### src/rtl/lts_pkg.sv
package lts_pkg;

   typedef enum logic [1:0] {
      SRC_LIVE   = 2'b00,
      SRC_STEP   = 2'b01,
      SRC_TOGGLE = 2'b10,
      SRC_USER   = 2'b11
   } src_sel_e;

endpackage

### src/rtl/lts_regfile.sv
module lts_regfile
   import lts_pkg::*;
#(
   parameter int unsigned ADDR_W       = 8,
   parameter int unsigned DATA_W       = 8,
   parameter int unsigned WORD_W       = 12,
   parameter int unsigned SEL_ADDR     = 'h16,
   parameter int unsigned USER_LO_ADDR = 'h10,
   parameter int unsigned USER_HI_ADDR = 'h11
) (
   input  logic              clk,
   input  logic              rst_n,
   input  logic              wr_en,
   input  logic [ADDR_W-1:0] wr_addr,
   input  logic [DATA_W-1:0] wr_data,
   input  logic [ADDR_W-1:0] rd_addr,
   output logic [DATA_W-1:0] rd_data,
   output src_sel_e          src_sel,
   output logic [WORD_W-1:0] user_word
);

   localparam int unsigned HI_W = WORD_W - DATA_W;
   localparam logic [ADDR_W-1:0] A_SEL = ADDR_W'(SEL_ADDR);
   localparam logic [ADDR_W-1:0] A_LO  = ADDR_W'(USER_LO_ADDR);
   localparam logic [ADDR_W-1:0] A_HI  = ADDR_W'(USER_HI_ADDR);

   src_sel_e          sel_q;
   logic [DATA_W-1:0] lo_q;
   logic [HI_W-1:0]   hi_q;

   always_ff @(posedge clk or negedge rst_n) begin
      if (!rst_n) begin
         sel_q <= SRC_LIVE;
         lo_q  <= '0;
         hi_q  <= '0;
      end else if (wr_en) begin
         if (wr_addr == A_SEL) sel_q <= src_sel_e'(wr_data[1:0]);
         if (wr_addr == A_LO)  lo_q  <= wr_data;
         if (wr_addr == A_HI)  hi_q  <= wr_data[HI_W-1:0];
      end
   end

   always_comb begin
      rd_data = '0;
      if (rd_addr == A_SEL)     rd_data[1:0]      = sel_q;
      else if (rd_addr == A_LO) rd_data           = lo_q;
      else if (rd_addr == A_HI) rd_data[HI_W-1:0] = hi_q;
   end

   assign src_sel   = sel_q;
   assign user_word = {hi_q, lo_q};

endmodule

### src/rtl/lts_bit_timer.sv
module lts_bit_timer #(
   parameter int unsigned WORD_W = 12
) (
   input  logic clk,
   input  logic rst_n,
   output logic load_en,
   output logic frame_out
);

   localparam int unsigned CNT_W = $clog2(WORD_W);
   localparam logic [CNT_W-1:0] LAST = CNT_W'(WORD_W - 1);

   logic [CNT_W-1:0] bit_idx;

   // Parked on the last bit in reset so the first edge loads a word.
   always_ff @(posedge clk or negedge rst_n) begin
      if (!rst_n)       bit_idx <= LAST;
      else if (load_en) bit_idx <= '0;
      else              bit_idx <= bit_idx + 1'b1;
   end

   assign load_en   = (bit_idx == LAST);
   assign frame_out = rst_n && (bit_idx == '0);

endmodule

### src/rtl/lts_word_mux.sv
module lts_word_mux
   import lts_pkg::*;
#(
   parameter int unsigned NUM_CH = 8,
   parameter int unsigned WORD_W = 12
) (
   input  src_sel_e                 src_sel,
   input  logic [WORD_W-1:0]        user_word,
   input  logic [NUM_CH*WORD_W-1:0] live_in,
   output logic [NUM_CH*WORD_W-1:0] word_out
);

   function automatic logic [WORD_W-1:0] step_word();
      logic [WORD_W-1:0] w;
      for (int i = 0; i < WORD_W; i++) w[i] = (i < WORD_W / 2);
      return w;
   endfunction

   function automatic logic [WORD_W-1:0] toggle_word();
      logic [WORD_W-1:0] w;
      for (int i = 0; i < WORD_W; i++) w[i] = ((WORD_W - 1 - i) % 2 == 0);
      return w;
   endfunction

   localparam logic [WORD_W-1:0] STEP_W   = step_word();
   localparam logic [WORD_W-1:0] TOGGLE_W = toggle_word();

   for (genvar c = 0; c < NUM_CH; c++) begin : g_ch
      always_comb begin
         unique case (src_sel)
            SRC_STEP:   word_out[c*WORD_W +: WORD_W] = STEP_W;
            SRC_TOGGLE: word_out[c*WORD_W +: WORD_W] = TOGGLE_W;
            SRC_USER:   word_out[c*WORD_W +: WORD_W] = user_word;
            default:    word_out[c*WORD_W +: WORD_W] = live_in[c*WORD_W +: WORD_W];
         endcase
      end
   end

endmodule

### src/rtl/lts_shifter.sv
module lts_shifter #(
   parameter int unsigned WORD_W = 12
) (
   input  logic              clk,
   input  logic              rst_n,
   input  logic              load_en,
   input  logic [WORD_W-1:0] word_in,
   output logic              ser_out
);

   logic [WORD_W-1:0] sh_q;

   always_ff @(posedge clk or negedge rst_n) begin
      if (!rst_n)       sh_q <= '0;
      else if (load_en) sh_q <= word_in;
      else              sh_q <= {sh_q[WORD_W-2:0], 1'b0};
   end

   assign ser_out = sh_q[WORD_W-1];

endmodule

### src/rtl/lane_train_ser.sv
module lane_train_ser
   import lts_pkg::*;
#(
   parameter int unsigned NUM_CH       = 8,
   parameter int unsigned WORD_W       = 12,
   parameter int unsigned ADDR_W       = 8,
   parameter int unsigned DATA_W       = 8,
   parameter int unsigned SEL_ADDR     = 'h16,
   parameter int unsigned USER_LO_ADDR = 'h10,
   parameter int unsigned USER_HI_ADDR = 'h11
) (
   input  logic                     clk,
   input  logic                     rst_n,
   input  logic                     wr_en,
   input  logic [ADDR_W-1:0]        wr_addr,
   input  logic [DATA_W-1:0]        wr_data,
   input  logic [ADDR_W-1:0]        rd_addr,
   output logic [DATA_W-1:0]        rd_data,
   input  logic [NUM_CH*WORD_W-1:0] sample_in,
   output logic [NUM_CH-1:0]        ser_out,
   output logic                     frame_out
);

   if (NUM_CH < 1) begin : g_bad_ch
      $error("NUM_CH must be at least 1");
   end
   if (DATA_W < 2) begin : g_bad_data
      $error("DATA_W must hold the two-bit select field");
   end
   if (WORD_W <= DATA_W || WORD_W > 2 * DATA_W) begin : g_bad_word
      $error("WORD_W must span more than one and at most two registers");
   end
   if (SEL_ADDR == USER_LO_ADDR || SEL_ADDR == USER_HI_ADDR ||
       USER_LO_ADDR == USER_HI_ADDR) begin : g_bad_addr
      $error("register addresses must be distinct");
   end
   if (SEL_ADDR >= 2**ADDR_W || USER_LO_ADDR >= 2**ADDR_W ||
       USER_HI_ADDR >= 2**ADDR_W) begin : g_bad_range
      $error("register address exceeds ADDR_W");
   end

   src_sel_e                 src_sel;
   logic [WORD_W-1:0]        user_word;
   logic [NUM_CH*WORD_W-1:0] word_sel;
   logic                     load_en;

   lts_regfile #(
      .ADDR_W      (ADDR_W),
      .DATA_W      (DATA_W),
      .WORD_W      (WORD_W),
      .SEL_ADDR    (SEL_ADDR),
      .USER_LO_ADDR(USER_LO_ADDR),
      .USER_HI_ADDR(USER_HI_ADDR)
   ) u_regs (
      .clk      (clk),
      .rst_n    (rst_n),
      .wr_en    (wr_en),
      .wr_addr  (wr_addr),
      .wr_data  (wr_data),
      .rd_addr  (rd_addr),
      .rd_data  (rd_data),
      .src_sel  (src_sel),
      .user_word(user_word)
   );

   lts_bit_timer #(.WORD_W(WORD_W)) u_timer (
      .clk      (clk),
      .rst_n    (rst_n),
      .load_en  (load_en),
      .frame_out(frame_out)
   );

   lts_word_mux #(.NUM_CH(NUM_CH), .WORD_W(WORD_W)) u_mux (
      .src_sel  (src_sel),
      .user_word(user_word),
      .live_in  (sample_in),
      .word_out (word_sel)
   );

   for (genvar c = 0; c < NUM_CH; c++) begin : g_lane
      lts_shifter #(.WORD_W(WORD_W)) u_shift (
         .clk    (clk),
         .rst_n  (rst_n),
         .load_en(load_en),
         .word_in(word_sel[c*WORD_W +: WORD_W]),
         .ser_out(ser_out[c])
      );
   end

endmodule

### config.mk
export PLATFORM = sky130hd
export DESIGN_NAME = lane_train_ser
export DESIGN_NICKNAME = d
export VERILOG_FILES = /design/src/rtl/lts_pkg.sv /design/src/rtl/lts_regfile.sv /design/src/rtl/lts_bit_timer.sv /design/src/rtl/lts_word_mux.sv /design/src/rtl/lts_shifter.sv /design/src/rtl/lane_train_ser.sv
export SDC_FILE = /design/constraint.sdc
export NUM_CORES = 1
export LEC_CHECK = 0
export BUFFER_PORTS_ARGS = -buffer_cell sky130_fd_sc_hd__buf_4
export CORE_MARGIN = 4
export CORE_UTILIZATION = 48
export DETAILED_ROUTE_END_ITERATION = 7
export GPL_TIMING_DRIVEN = 0
export PLACE_DENSITY = 0.76
export SYNTH_ARGS = -nofsm -noshare
export SYNTH_HDL_FRONTEND = slang
export SYNTH_HIERARCHICAL = 1
export SYNTH_SLANG_ARGS = --single-unit
### constraint.sdc
create_clock -name clk -period 2.07 [get_ports clk]
set_clock_uncertainty 0.2 [all_clocks]
set_input_delay 0.207 -clock clk [delete_from_list [all_inputs] [get_ports clk]]
set_output_delay 0.207 -clock clk [all_outputs]
set_load 0.01 [all_outputs]
# == Yosys cells after proc, flatten, opt, wreduce, memory -nomap -nowiden ==
# Index checks and enable logic that the tools add are counted.
# Widths: inputs -> output; s select.
# op_classes
add_sub_neg,1
n_eq_ne,10
muxes,22
reduce_logical,5
# op_table
cell,n
$pmux 12 s3,8
$mux 12,8
$eq 8x5->1 const B,6
$mux 4,4
$mux 6,1
$reduce_and 2->1,3
$add 4x1->4 const B,1
$eq 2x2->1 const B,2
$eq 4x4->1 const B,1
$logic_not 4->1,1
$eq 2x1->1 const B,1
$mux 2,1
$logic_and 1x1->1,1
# totals
regBits,114

# == Logic depth before layout (Yosys ltp) ==
# logic_depth
depth_word,4
mapped_depth,5

# == Modules after synthesis ==
# Netlist, hierarchy kept.
# modules_own_cells
mod,n_inst,cells_per_inst,area_each_um2,seq_area_each_um2
lts_shifter,8,25,476.7,300.3
lts_word_mux,1,179,1067.3,0.0
lts_regfile,1,58,729.4,350.3
lts_bit_timer,1,18,209.0,103.8

# == Worst setup path before layout ==
# OpenSTA, ideal clock, no wires.
# synth_timing
path_kind,register to register
from,register u_timer.bit_idx[0]
to,register g_lane[0].u_shift.sh_q[11]
setup_ns,0.125
t_arrival_ns,1.758
required_time_ns,1.745
setup_slack_ns,-0.013
path_stages_with_launch,5
synth_period_minus_slack_ns,2.083
path_cell_list,dfstp_2 ha_1 and3b_2 buf_6 mux2_4
# synth_between
elab_chain_len,2
# synth_lines
item,line,rtl
start: declaration,lts_bit_timer.sv:13,logic [CNT_W-1:0] bit_idx;
start signal: assignment,lts_bit_timer.sv:19,else bit_idx <= bit_idx + 1'b1;
$eq 4x4->1,lts_bit_timer.sv:22,assign load_en = (bit_idx == LAST);
net load_en,lane_train_ser.sv:45,logic load_en;
$mux 12,lts_shifter.sv:15,else if (load_en) sh_q <= word_in;
end signal: assignment,lts_shifter.sv:15,
end signal: assignment,lts_shifter.sv:16,"else sh_q <= {sh_q[WORD_W-2:0], 1'b0};"
end: declaration,lts_shifter.sv:11,logic [WORD_W-1:0] sh_q;
# The timed path passes the listed nets, and every way through them passes these cells.
# A chain may end at the register's enable or synchronous reset.

# == Final worst setup path ==
# layout_timing
from,register u_timer.bit_idx[0]
to,register g_lane[3].u_shift.sh_q[4]
# layout_between
elab_chain_len,2
# layout_lines
item,line
$eq 4x4->1,lts_bit_timer.sv:22
net load_en,lane_train_ser.sv:45
$mux 12,lts_shifter.sv:15
end signal: assignment,lts_shifter.sv:15
end signal: assignment,lts_shifter.sv:16
end: declaration,lts_shifter.sv:11
# The timed path passes the listed nets, and every way through them passes these cells.

==> results by group <==
Floorplan
  – Core area: 11700 µm²
  – FP Rows: 39
  – Die area: 13900 µm²
  – Starting Density: 49.9%
  – # IOs: 140
  – Die Wd: 118 µm
  – Die Ht: 118 µm

Layout
  – Final net count: 824
  – Fin cells: 855
  – Share of layout cells above drive strength 1: 46.8%
  – Most common cell after layout, fill and taps aside: buf_4
  – Final Util: 73.6%
  – Design Area, Final: 8590 µm²
  – Most frequent cells in the layout: buf_4, dfrtp_1, dlygate4sd3_1
  – Area growth syn-to-layout: 47.6%
  – Inserted Diodes: 0

Global route
  – Largest net degree at the start of global routing: 74
  – Grt met2 use: 41.2%
  – Met1 usage: 28.4%
  – Gr ovfl total: 0
  – GRT Util Overall: 23.4%
  – Number of global-route vias before repair: 5050
  – M3 GR Usage: 6.10%
  – Wire length of the first global-routing pass: 25800 µm
  – Initial antenna violation count: 0
  – Most Crowded Layer GR: met2

Place
  – DP Wirelength: 10200 µm
  – Placed inst area: 7060 µm²
  – I/O Buffers: 138
  – RD Place Congestion: 0.836
  – Post-Place Cells: 737

Logic synthesis
  – Syn Inst Count: 455
  – Post-synth ARST share: 100%
  – Syn_nets: 580
  – Post-synthesis sequential area ratio: 49.1%
  – Netlist cell types: 41
  – Syn avg cell area: 12.8 µm²
  – Top_reg_cell synth: dfrtp_1
  – #FFs+latches synth: 114
  – Synthesized area: 5820 µm²
  – Post-Synth XOR/XNOR Area: 0%
  – Largest family of logic cells by synthesized area: multiplexers
  – Synth Area in Compound Gates: 9.68%
  – Simple-gate share of the synthesized area: 9.70%
  – Synth warn: 6
  – Number of synthesized flops with an enable pin: 0
  – Mux cell area share after synthesis: 25.3%
  – Adder-cell share of the synthesized area: 0.430%

Setup path
  – Crit path max-delay cell type: dfstp_2
  – Worst-path maximum fanout: 10
  – Worst path cell trace: ha_2 -> and3b_4 -> buf_6 -> mux2_4
  – Worst EP required: 2.15 ns
  – CP Launch Type: flop
  – Critical path type: flop to flop
  – CP arrival: 2.10 ns
  – CP endpoint kind: flop
  – Max stage delay on crit path: 0.57 ns
  – Reg-to-reg setup timing slack: 0.05 ns

Timing
  – Least-Margin Pin Slew: 0.482 ns
  – Final hold vios: 0
  – Fin crit period: 2.02 ns
  – Tcrit/Tclk final: 97.5%
  – Unrepaired setup endpoints after global routing: false
  – Slew margin rel.: 67.7%
  – Max Fclk: 496 MHz
  – Final setup vio count: 0
  – Final Max Slew Viols: 0

Routing
  – Wirelength per Cell: 18.6 µm
  – Via count: 4485
  – Vias per std cell: 5.25
  – Final WL: 15900 µm
  – DR pass1 iterations: 4
  – Final ANT Viol Nets: 0
  – Detailed Route Iter0 Violations: 307
  – DRC Markers: 0

Clock tree
  – Cts bufs inserted: 17
  – Clk sink count: 114
  – Reg clk slew, reported paths: 0.05 ns
  – Maximum clock insertion buffer count: 2
  – CTS tree: built
  – H-tree level count: 4
  – Worst-Skew Late Latency: 0.40 ns
  – Root buf cell: clkbuf_16

Worst hold path
  – Hold Crit Class: primary input to flop

Pwr
  – Pwr per Cell Area: 759 nW/µm²
  – Leakage: 4.30 nW
  – VDD IR max: 0.504 mV

Flow run
  – Max cap viols: 0

Status
  – Outcome: complete, no violations
[through the flow]
step	setup slack [ns]	hold slack (ns)	total power, W	setup TNS, ns
floorplan	0.0923	-0.289	0.00286	0
global placement	-0.149	0.243	0.00317	-3.31
detailed placement	-0.0859	0.0487	0.00321	-5.45
CTS	0.0593	0.00227	0.00655	0
global route	0.00203	0.00412	0.00674	0
finish	0.0522	0.0210	0.00652	0
[what timing repair did]
action,in CTS,in global routing
cloned,2,0
buffers inserted,3,0
hold buffers,80,1
endpoints found under the setup margin,72,1
pin swaps,1,0
hold endpoints to repair,126,1
gates resized for setup,3,1
[cell type report]
class	count	area (µm²)
flip-flops and latches	114	2860
plain buffers	29	236
inverters	27	101
clock buffers	20	447
clock inverters	12	205
repair buffers	223	1910
fillers	739	3070
well taps	143	179
multi-input cells	287	2660
[report_power, final]
| part | switching [W] | total [W] | internal (W) |
|---|---|---|---|
| Combinational | 0.000333 | 0.000887 | 0.000553 |
| Clock | 0.00103 | 0.00321 | 0.00217 |
| Sequential | 0.0000528 | 0.00243 | 0.00237 |
| Total | 0.00142 | 0.00652 | 0.00510 |
[sequential cells by signal (all words and copies together) (netlist names)]
name / flops
u_regs/src_sel: 2
u_timer/bit_idx: 4
u_regs/lo_q: 8
u_regs/hi_q: 4
g_lane.u_shift/sh_q: 96
[per-layer routing]
layer / up-vias / wire length [µm]
li1: 2069 / -
met1: 2220 / 6470
met2: 182 / 8270
met3: 14 / 1010
met4: 0 / 138
met5: - / 0
[path summary, 6_finish.rpt]
kind	startpoint	to	cells after the start
setup reg to reg	u_timer/bit_idx[0]	g_lane[3].u_shift/sh_q[4]	4
max in group asynchronous	rst_n	g_lane[4].u_shift/sh_q[4]	3
hold reg to reg	g_lane[5].u_shift/sh_q[6]	g_lane[5].u_shift/sh_q[7]	1
min in group asynchronous	rst_n	u_timer/bit_idx[2]	3
hold / removal	sample_in[0]	g_lane[0].u_shift/sh_q[0]	4
setup / recovery	u_timer/bit_idx[0]	g_lane[3].u_shift/sh_q[4]	4
[cells by family (layout without fill, tap and decap cells)]
| family | Yosys count | after routing |
|---|---|---|
| AO/OA/AOI/OAI | 78 | 78 |
| AND/OR/NAND/NOR | 98 | 100 |
| flip-flops | 114 | 114 |
| adder cells (fa/ha/maj) | 2 | 2 |
| multiplexers | 107 | 107 |
| buffers and inverters | 56 | 311 |
[cells in the mapped netlist, types with 3 or more instances]
master	number	area, µm²
nor2_1	52	195
inv_1	27	101
a21boi_2	3	33.8
nand2_1	5	18.8
a21o_1	24	180
and2_2	8	60.1
o22ai_1	24	150
mux2_4	72	1080
buf_2	9	45.0
dfstp_2	3	78.8
and3_1	3	18.8
o21a_1	24	180
buf_6	15	169
clkbuf_1	4	15.0
dfrtp_1	111	2780
nor2b_1	4	25.0
mux2_2	33	372
and2_1	5	31.3
[worst max-delay path, delay by kind of cell, from the launching register on]
| family | cells | cell delay, ns |
|---|---|---|
| flip-flops | 1 | 0.57 |
| AND/OR/NAND/NOR | 1 | 0.33 |
| multiplexers | 1 | 0.32 |
| adder cells (fa/ha/maj) | 1 | 0.25 |
| buffers and inverters | 1 | 0.22 |
Power figures use the tool's default switching activity.
